[src/rtl/dp_pkg.sv]
package dp_pkg;
  typedef enum logic [4:0] {
    OP_PASS_A = 5'h00,
    OP_INC    = 5'h01,
    OP_ADD    = 5'h02,
    OP_ADD_C  = 5'h03,
    OP_ADD_NB = 5'h04,
    OP_SUB    = 5'h05,
    OP_DEC    = 5'h06,
    OP_AND    = 5'h08,
    OP_OR     = 5'h09,
    OP_XOR    = 5'h0A,
    OP_NOT    = 5'h0B,
    OP_PASS_B = 5'h0C,
    OP_SHR_B  = 5'h10,
    OP_SHL_B  = 5'h18
  } alu_op_e;

  function automatic logic op_is_logic(logic [4:0] op);
    case (op)
      OP_AND, OP_OR, OP_XOR, OP_NOT, OP_PASS_B, OP_SHR_B, OP_SHL_B: return 1'b1;
      default: return 1'b0;
    endcase
  endfunction

  function automatic logic op_is_arith(logic [4:0] op);
    return op <= 5'h06;
  endfunction
endpackage

[src/rtl/dp_regfile.sv]
module dp_regfile #(
  parameter int DATA_W = 8,
  parameter int REG_N  = 4,
  localparam int SEL_W = $clog2(REG_N)
) (
  input  logic              clk_i,
  input  logic              rst_ni,
  input  logic [SEL_W-1:0]  rd_a_sel_i,
  input  logic [SEL_W-1:0]  rd_b_sel_i,
  input  logic [SEL_W-1:0]  wr_sel_i,
  input  logic              wr_en_i,
  input  logic [DATA_W-1:0] wr_data_i,
  output logic [DATA_W-1:0] rd_a_o,
  output logic [DATA_W-1:0] rd_b_o
);
  logic [REG_N-1:0][DATA_W-1:0] regs_q;
  logic [REG_N-1:0]             load;

  for (genvar k = 0; k < REG_N; k++) begin : g_reg
    // decoder gated by the write enable
    assign load[k] = wr_en_i && (wr_sel_i == SEL_W'(k));
    always_ff @(posedge clk_i or negedge rst_ni) begin
      if (!rst_ni)      regs_q[k] <= '0;
      else if (load[k]) regs_q[k] <= wr_data_i;
    end
  end

  assign rd_a_o = regs_q[rd_a_sel_i];
  assign rd_b_o = regs_q[rd_b_sel_i];

  a_r3_write_lands: assert property (@(posedge clk_i) disable iff (!rst_ni)
    wr_en_i |=> regs_q[$past(wr_sel_i)] == $past(wr_data_i));

  a_r4_hold_when_idle: assert property (@(posedge clk_i) disable iff (!rst_ni)
    !wr_en_i |=> $stable(regs_q));

  a_r3_single_load: assert property (@(posedge clk_i) disable iff (!rst_ni)
    $onehot0(load));
endmodule

[src/rtl/dp_alu.sv]
module dp_alu
  import dp_pkg::*;
#(
  parameter int DATA_W = 8
) (
  input  logic [4:0]        func_i,
  input  logic [DATA_W-1:0] a_i,
  input  logic [DATA_W-1:0] b_i,
  output logic [DATA_W-1:0] f_o,
  output logic              ovf_o,
  output logic              cry_o,
  output logic              neg_o,
  output logic              zero_o
);
  localparam int MSB = DATA_W - 1;

  logic [DATA_W-1:0] y_op;
  logic              cin;
  logic              arith;
  logic [DATA_W:0]   sum;
  logic [DATA_W-1:0] log_res;

  always_comb begin
    y_op  = '0;
    cin   = 1'b0;
    arith = 1'b1;
    case (func_i)
      OP_PASS_A: begin y_op = '0;    cin = 1'b0; end
      OP_INC:    begin y_op = '0;    cin = 1'b1; end
      OP_ADD:    begin y_op = b_i;   cin = 1'b0; end
      OP_ADD_C:  begin y_op = b_i;   cin = 1'b1; end
      OP_ADD_NB: begin y_op = ~b_i;  cin = 1'b0; end
      OP_SUB:    begin y_op = ~b_i;  cin = 1'b1; end
      OP_DEC:    begin y_op = '1;    cin = 1'b0; end
      default:   arith = 1'b0;
    endcase
  end

  assign sum = {1'b0, a_i} + {1'b0, y_op} + {{DATA_W{1'b0}}, cin};

  always_comb begin
    case (func_i)
      OP_AND:    log_res = a_i & b_i;
      OP_OR:     log_res = a_i | b_i;
      OP_XOR:    log_res = a_i ^ b_i;
      OP_NOT:    log_res = ~a_i;
      OP_PASS_B: log_res = b_i;
      OP_SHR_B:  log_res = {1'b0, b_i[MSB:1]};
      OP_SHL_B:  log_res = {b_i[MSB-1:0], 1'b0};
      default:   log_res = a_i;
    endcase
  end

  assign f_o    = arith ? sum[MSB:0] : log_res;
  assign cry_o  = arith & sum[DATA_W];
  assign ovf_o  = arith & (a_i[MSB] == y_op[MSB]) & (sum[MSB] != a_i[MSB]);
  assign neg_o  = f_o[MSB];
  assign zero_o = ~|f_o;
endmodule

[src/rtl/dp_ram.sv]
module dp_ram #(
  parameter int DATA_W = 8,
  localparam int DEPTH = 1 << DATA_W
) (
  input  logic              clk_i,
  input  logic              rst_ni,
  input  logic              we_i,
  input  logic [DATA_W-1:0] addr_i,
  input  logic [DATA_W-1:0] wdata_i,
  output logic [DATA_W-1:0] rdata_o
);
  logic [DATA_W-1:0] mem [DEPTH];

  always_ff @(posedge clk_i) begin
    if (we_i) mem[addr_i] <= wdata_i;
  end

  assign rdata_o = mem[addr_i];

  a_r9_store_kept: assert property (@(posedge clk_i) disable iff (!rst_ni)
    we_i |=> mem[$past(addr_i)] == $past(wdata_i));
endmodule

[src/rtl/dp_core.sv]
module dp_core
  import dp_pkg::*;
#(
  parameter int DATA_W = 8,
  parameter int REG_N  = 4,
  localparam int SEL_W = $clog2(REG_N)
) (
  input  logic              clk_i,
  input  logic              rst_ni,
  input  logic [SEL_W-1:0]  rd_a_sel_i,
  input  logic [SEL_W-1:0]  rd_b_sel_i,
  input  logic [SEL_W-1:0]  wr_sel_i,
  input  logic              wr_en_i,
  input  logic [4:0]        func_i,
  input  logic              mem_we_i,
  input  logic              wb_mem_i,
  output logic [DATA_W-1:0] a_o,
  output logic [DATA_W-1:0] b_o,
  output logic [DATA_W-1:0] f_o,
  output logic              ovf_o,
  output logic              cry_o,
  output logic              neg_o,
  output logic              zero_o,
  output logic [DATA_W-1:0] wb_data_o
);
  logic [DATA_W-1:0] ram_rd;

  dp_regfile #(.DATA_W(DATA_W), .REG_N(REG_N)) u_rf (
    .clk_i     (clk_i),
    .rst_ni    (rst_ni),
    .rd_a_sel_i(rd_a_sel_i),
    .rd_b_sel_i(rd_b_sel_i),
    .wr_sel_i  (wr_sel_i),
    .wr_en_i   (wr_en_i),
    .wr_data_i (wb_data_o),
    .rd_a_o    (a_o),
    .rd_b_o    (b_o)
  );

  dp_alu #(.DATA_W(DATA_W)) u_alu (
    .func_i(func_i),
    .a_i   (a_o),
    .b_i   (b_o),
    .f_o   (f_o),
    .ovf_o (ovf_o),
    .cry_o (cry_o),
    .neg_o (neg_o),
    .zero_o(zero_o)
  );

  // memory addressed by port A, fed by port B
  dp_ram #(.DATA_W(DATA_W)) u_ram (
    .clk_i  (clk_i),
    .rst_ni (rst_ni),
    .we_i   (mem_we_i),
    .addr_i (a_o),
    .wdata_i(b_o),
    .rdata_o(ram_rd)
  );

  assign wb_data_o = wb_mem_i ? ram_rd : f_o;

  a_r5_sub_equal: assert property (@(posedge clk_i) disable iff (!rst_ni)
    (func_i == OP_SUB && a_o == b_o) |-> (zero_o && cry_o && !ovf_o));

  a_r6_logic_flags: assert property (@(posedge clk_i) disable iff (!rst_ni)
    op_is_logic(func_i) |-> (!cry_o && !ovf_o));

  a_r8_unused_pass: assert property (@(posedge clk_i) disable iff (!rst_ni)
    (!op_is_logic(func_i) && !op_is_arith(func_i)) |-> (f_o == a_o && !cry_o && !ovf_o));

  a_r10_alu_path: assert property (@(posedge clk_i) disable iff (!rst_ni)
    (!wb_mem_i && wr_en_i) |=> (a_o == $past(f_o)) || (rd_a_sel_i != $past(wr_sel_i)));
endmodule

[config.mk]
export PLATFORM = sky130hd
export DESIGN_NAME = dp_core
export DESIGN_NICKNAME = d
export VERILOG_FILES = /design/src/rtl/dp_pkg.sv /design/src/rtl/dp_regfile.sv /design/src/rtl/dp_alu.sv /design/src/rtl/dp_ram.sv /design/src/rtl/dp_core.sv
export SDC_FILE = /design/constraint.sdc
export NUM_CORES = 2
export LEC_CHECK = 0
export ABC_AREA = 1
export BUFFER_PORTS_ARGS = -buffer_cell sky130_fd_sc_hd__buf_2
export CAP_MARGIN = 0
export CELL_PAD_IN_SITES_DETAIL_PLACEMENT = 1
export CELL_PAD_IN_SITES_GLOBAL_PLACEMENT = 2
export CORE_MARGIN = 3
export CORE_UTILIZATION = 25
export CTS_CLUSTER_DIAMETER = 60
export DETAILED_ROUTE_END_ITERATION = 8
export PLACE_DENSITY_LB_ADDON = 0.08
export SETUP_SLACK_MARGIN = 0.2
export SYNTH_ARGS = -nofsm -noshare
export SYNTH_HDL_FRONTEND = slang
export SYNTH_HIERARCHICAL = 1
export SYNTH_SLANG_ARGS = --single-unit
[constraint.sdc]
create_clock -name clk_i -period 13.6 [get_ports clk_i]
set_input_delay 0.68 -clock clk_i [delete_from_list [all_inputs] [get_ports clk_i]]
set_output_delay 0.68 -clock clk_i [all_outputs]
set_load 0.01 [all_outputs]
==> results.py <==
metrics = {
    "outcome": {
        "status": "finished clean",
    },
    "placed_design": {
        "place_inst": 13100,
        "gp_congestion": 0.750,
        "place_area_sq_um": 93900,
        "place_hpwl_mm": 195,
        "io_buffers": 51,
        "pre_cts_slack_ps": 6180,
    },
    "sta": {
        "timing.final.crit_share_pct": 54.5,
        "fin_crit_ps": 7420,
        "slew_headroom_pct": 7.80,
        "finalSetupViolCount": 0,
        "fin_worst_skew_ps": 40.7,
        "setup_tns_ps": 0,
        "setup_ws_ps": 6180,
        "tightest_slew_ps": 1380,
        "rsz0062_at_grt": "no",
        "holdWs_ps": 267,
        "fmax_mhz": 135,
        "hold_viol_final": 0,
        "drv_slew": 0,
    },
    "logic_synthesis": {
        "synth_top_family_by_area": "simple AND/OR/NAND/NOR gates",
        "synth_fa_ha_area_share_pct": 0.370,
        "synth_top_area_share_pct": 69.4,
        "yosysSeqAreaShare_pct": 70.3,
        "ys_top_cells_by_count": "nand2_1, edfxtp_1, nor2_1",
        "synth_area_leaders": "edfxtp_1, nand2_1, nor2_1",
        "syn_area_per_cell_sq_um": 10.2,
        "ys.flop_type": "edfxtp_1",
        "ys_ff_latch": 2080,
        "synth_edf_count": 2048,
        "syn_inst": 8646,
        "muxShareOfSynthArea_pct": 0,
        "ys.warnings.count": 6,
        "synth.most_common_cell": "nand2_1",
        "synthDistinctLibCells": 34,
        "synth_xor_area_share_pct": 0,
        "synthArstFlopShare_pct": 1.54,
        "synth_top_area_cell": "edfxtp_1",
        "syn_area_sq_um": 88600,
        "synth_compound_area_share_pct": 1.36,
        "synth_simple_gate_area_share_pct": 25.0,
        "synth_nets": 8687,
    },
    "worst_setup_path": {
        "crit_required_ps": 12920,
        "worstPathArrival_ps": 6740,
        "reg2reg_from": "u_rf/regs_q[16]",
        "r2r-end": "u_rf/regs_q[25]",
        "startpoint_type": "flip-flop",
        "endpoint_kind": "primary output",
        "crit_path_end": "wb_data_o[1]",
        "reg2reg_depth": 24,
        "critPathMaxFanout": 130,
        "path_class": "flip-flop to primary output",
        "setup.worst_path.start": "u_rf/regs_q[16]",
        "r2r_setup_slack_ps": 7590,
    },
    "final_layout": {
        "post-route-util_pct": 29.3,
        "seqCellArea_sq_um": 62300,
        "area_growth_syn_to_layout_pct": 16.2,
        "drive_above_1_share_pct": 7.31,
        "stdcell_count": 13600,
        "multi_input_area_sq_um": 23900,
        "fillers": 39100,
        "fin_nets": 8696,
        "stdcell_area_sq_um": 103000,
    },
    "grt": {
        "grtUsageTotal_pct": 18.3,
        "overflow": 0,
        "grt_pass1_vias": 63000,
        "grt_max_degree": 135,
        "grt_pass1_wl_mm": 482,
        "antenna_found_initial": 34,
    },
    "die": {
        "ios": 52,
        "coreArea_sq_um": 351000,
        "die-height_microns": 601,
        "die-area_sq_um": 361000,
        "start_util_pct": 25.2,
        "num_rows": 217,
        "die_w_microns": 601,
    },
    "clock_network": {
        "cts_inserted_buffers": 283,
        "root_buffer": "clkbuf_16",
        "clk_latency_ps": 870,
        "cts.clk_slew.worst_paths_ps": 60,
        "clock_sinks": 2080,
        "clockBufferDepth": 4,
        "ctsHtreeMaxLevel": 5,
        "cts_tree": "done",
    },
    "route": {
        "ant_nets": 0,
        "wl_per_cell_microns": 24.8,
        "routed-via-count": 60600,
        "drt-total-wl_mm": 337,
        "drc": 0,
        "drt_iter0_drc": 3587,
        "post_drt_via_cell_ratio": 4.46,
        "dr.pass1.iters": 5,
    },
    "power": {
        "p_leak_nw": 40.5,
        "power.density_nw_per_um2": 189,
        "power_mw": 19.4,
        "vdd_drop_max_mv": 0.101,
    },
    "job": {
        "maxCapViolations": 0,
    },
    "worst_hold_path": {
        "min_path_type": "input pin to flip-flop",
    },
}
==> sequential cells by signal, summed over array words and instances, names as in the netlist <==
register	count
u_rf/regs_q	32
u_ram/mem	2048
==> where the power goes <==
group	switching, mW	total, mW	internal [mW]
clock	2.93	7.32	4.39
combinational	3.67	4.54	0.873
sequential	0.0302	7.59	7.56
==> cells by family after synthesis <==
| family | count (synthesis) |
|---|---|
| buffers and inverters | 578 |
| and+or+nand+nor | 5735 |
| DFF | 2080 |
| adders and majority gates | 25 |
| AOI/OAI and AO/OA | 228 |
==> worst min-delay path by stage <==
stage | startpoint | end | slack, ps | depth (start not counted)
after floorplan | rst_ni | u_rf/regs_q[0] | 380 | 0
after global placement | u_rf/regs_q[19] | u_rf/regs_q[19] | 460 | 2
after detailed placement | u_rf/regs_q[19] | u_rf/regs_q[19] | 460 | 2
after CTS | wr_sel_i[1] | u_rf/regs_q[19] | 160 | 3
after global routing | wr_sel_i[1] | u_rf/regs_q[19] | 220 | 3
final | wr_sel_i[1] | u_rf/regs_q[19] | 270 | 3
==> metal layers <==
| layer | track usage (%) | wire (microns) |
|---|---|---|
| met5 | 0 | 0 |
| met4 | 4.04 | 6900 |
| met3 | 1.76 | 10300 |
| met2 | 30.1 | 158000 |
| met1 | 25.9 | 162000 |
==> cell type report <==
class | count | area share (%)
flip-flops and latches | 2080 | 60.5
multi-input cells | 5988 | 23.2
clock buffers | 343 | 7.29
well taps | 4708 | 5.72
clock inverters | 154 | 1.48
repair buffers | 165 | 1.24
inverters | 137 | 0.542
diodes | 12 | 0.0292
==> timing repair <==
action                                 CTS  global route
hold buffers                             1             0
endpoints found under the hold margin   32             0
gates resized for setup                  0             0
setup buffers                            0             0
==> critical path: stages, from the launching register on <==
cell and delay (ps):
dfrtp_1 380, inv_1 90, nand2_1 80, nand3_1 120, nand2_4 500, buf_12 560, buf_4 570, buf_4 710
buf_4 510, nand2_1 100, nand2_1 80, nand2_1 50, nand2_1 140, nand2_1 60, nand2_1 110, o21ai_1 160
nand2_1 160, nor2_1 100, nor2_1 180, nor2_1 70, nand2_1 340, nand2_1 120, nand2_1 200, buf_2 180
==> cells in the final DEF, fill, tap and decap left out, types with 43 or more instances in the layout <==
cell type  synthesis  routed
o21ai_0           45      45
clkbuf_1         170      50
a21oi_1           44      44
clkbuf_16          0     292
buf_2            192      51
buf_4             11     100
edfxtp_1        2048    2048
nor2_1           396     391
inv_1            121     118
nand4_1           43      43
clkinv_1           0      56
o21ai_1          120     120
nand2_1         5005    4979
nand3_1          256     256
No activity file was read; power rests on OpenSTA's default activity.
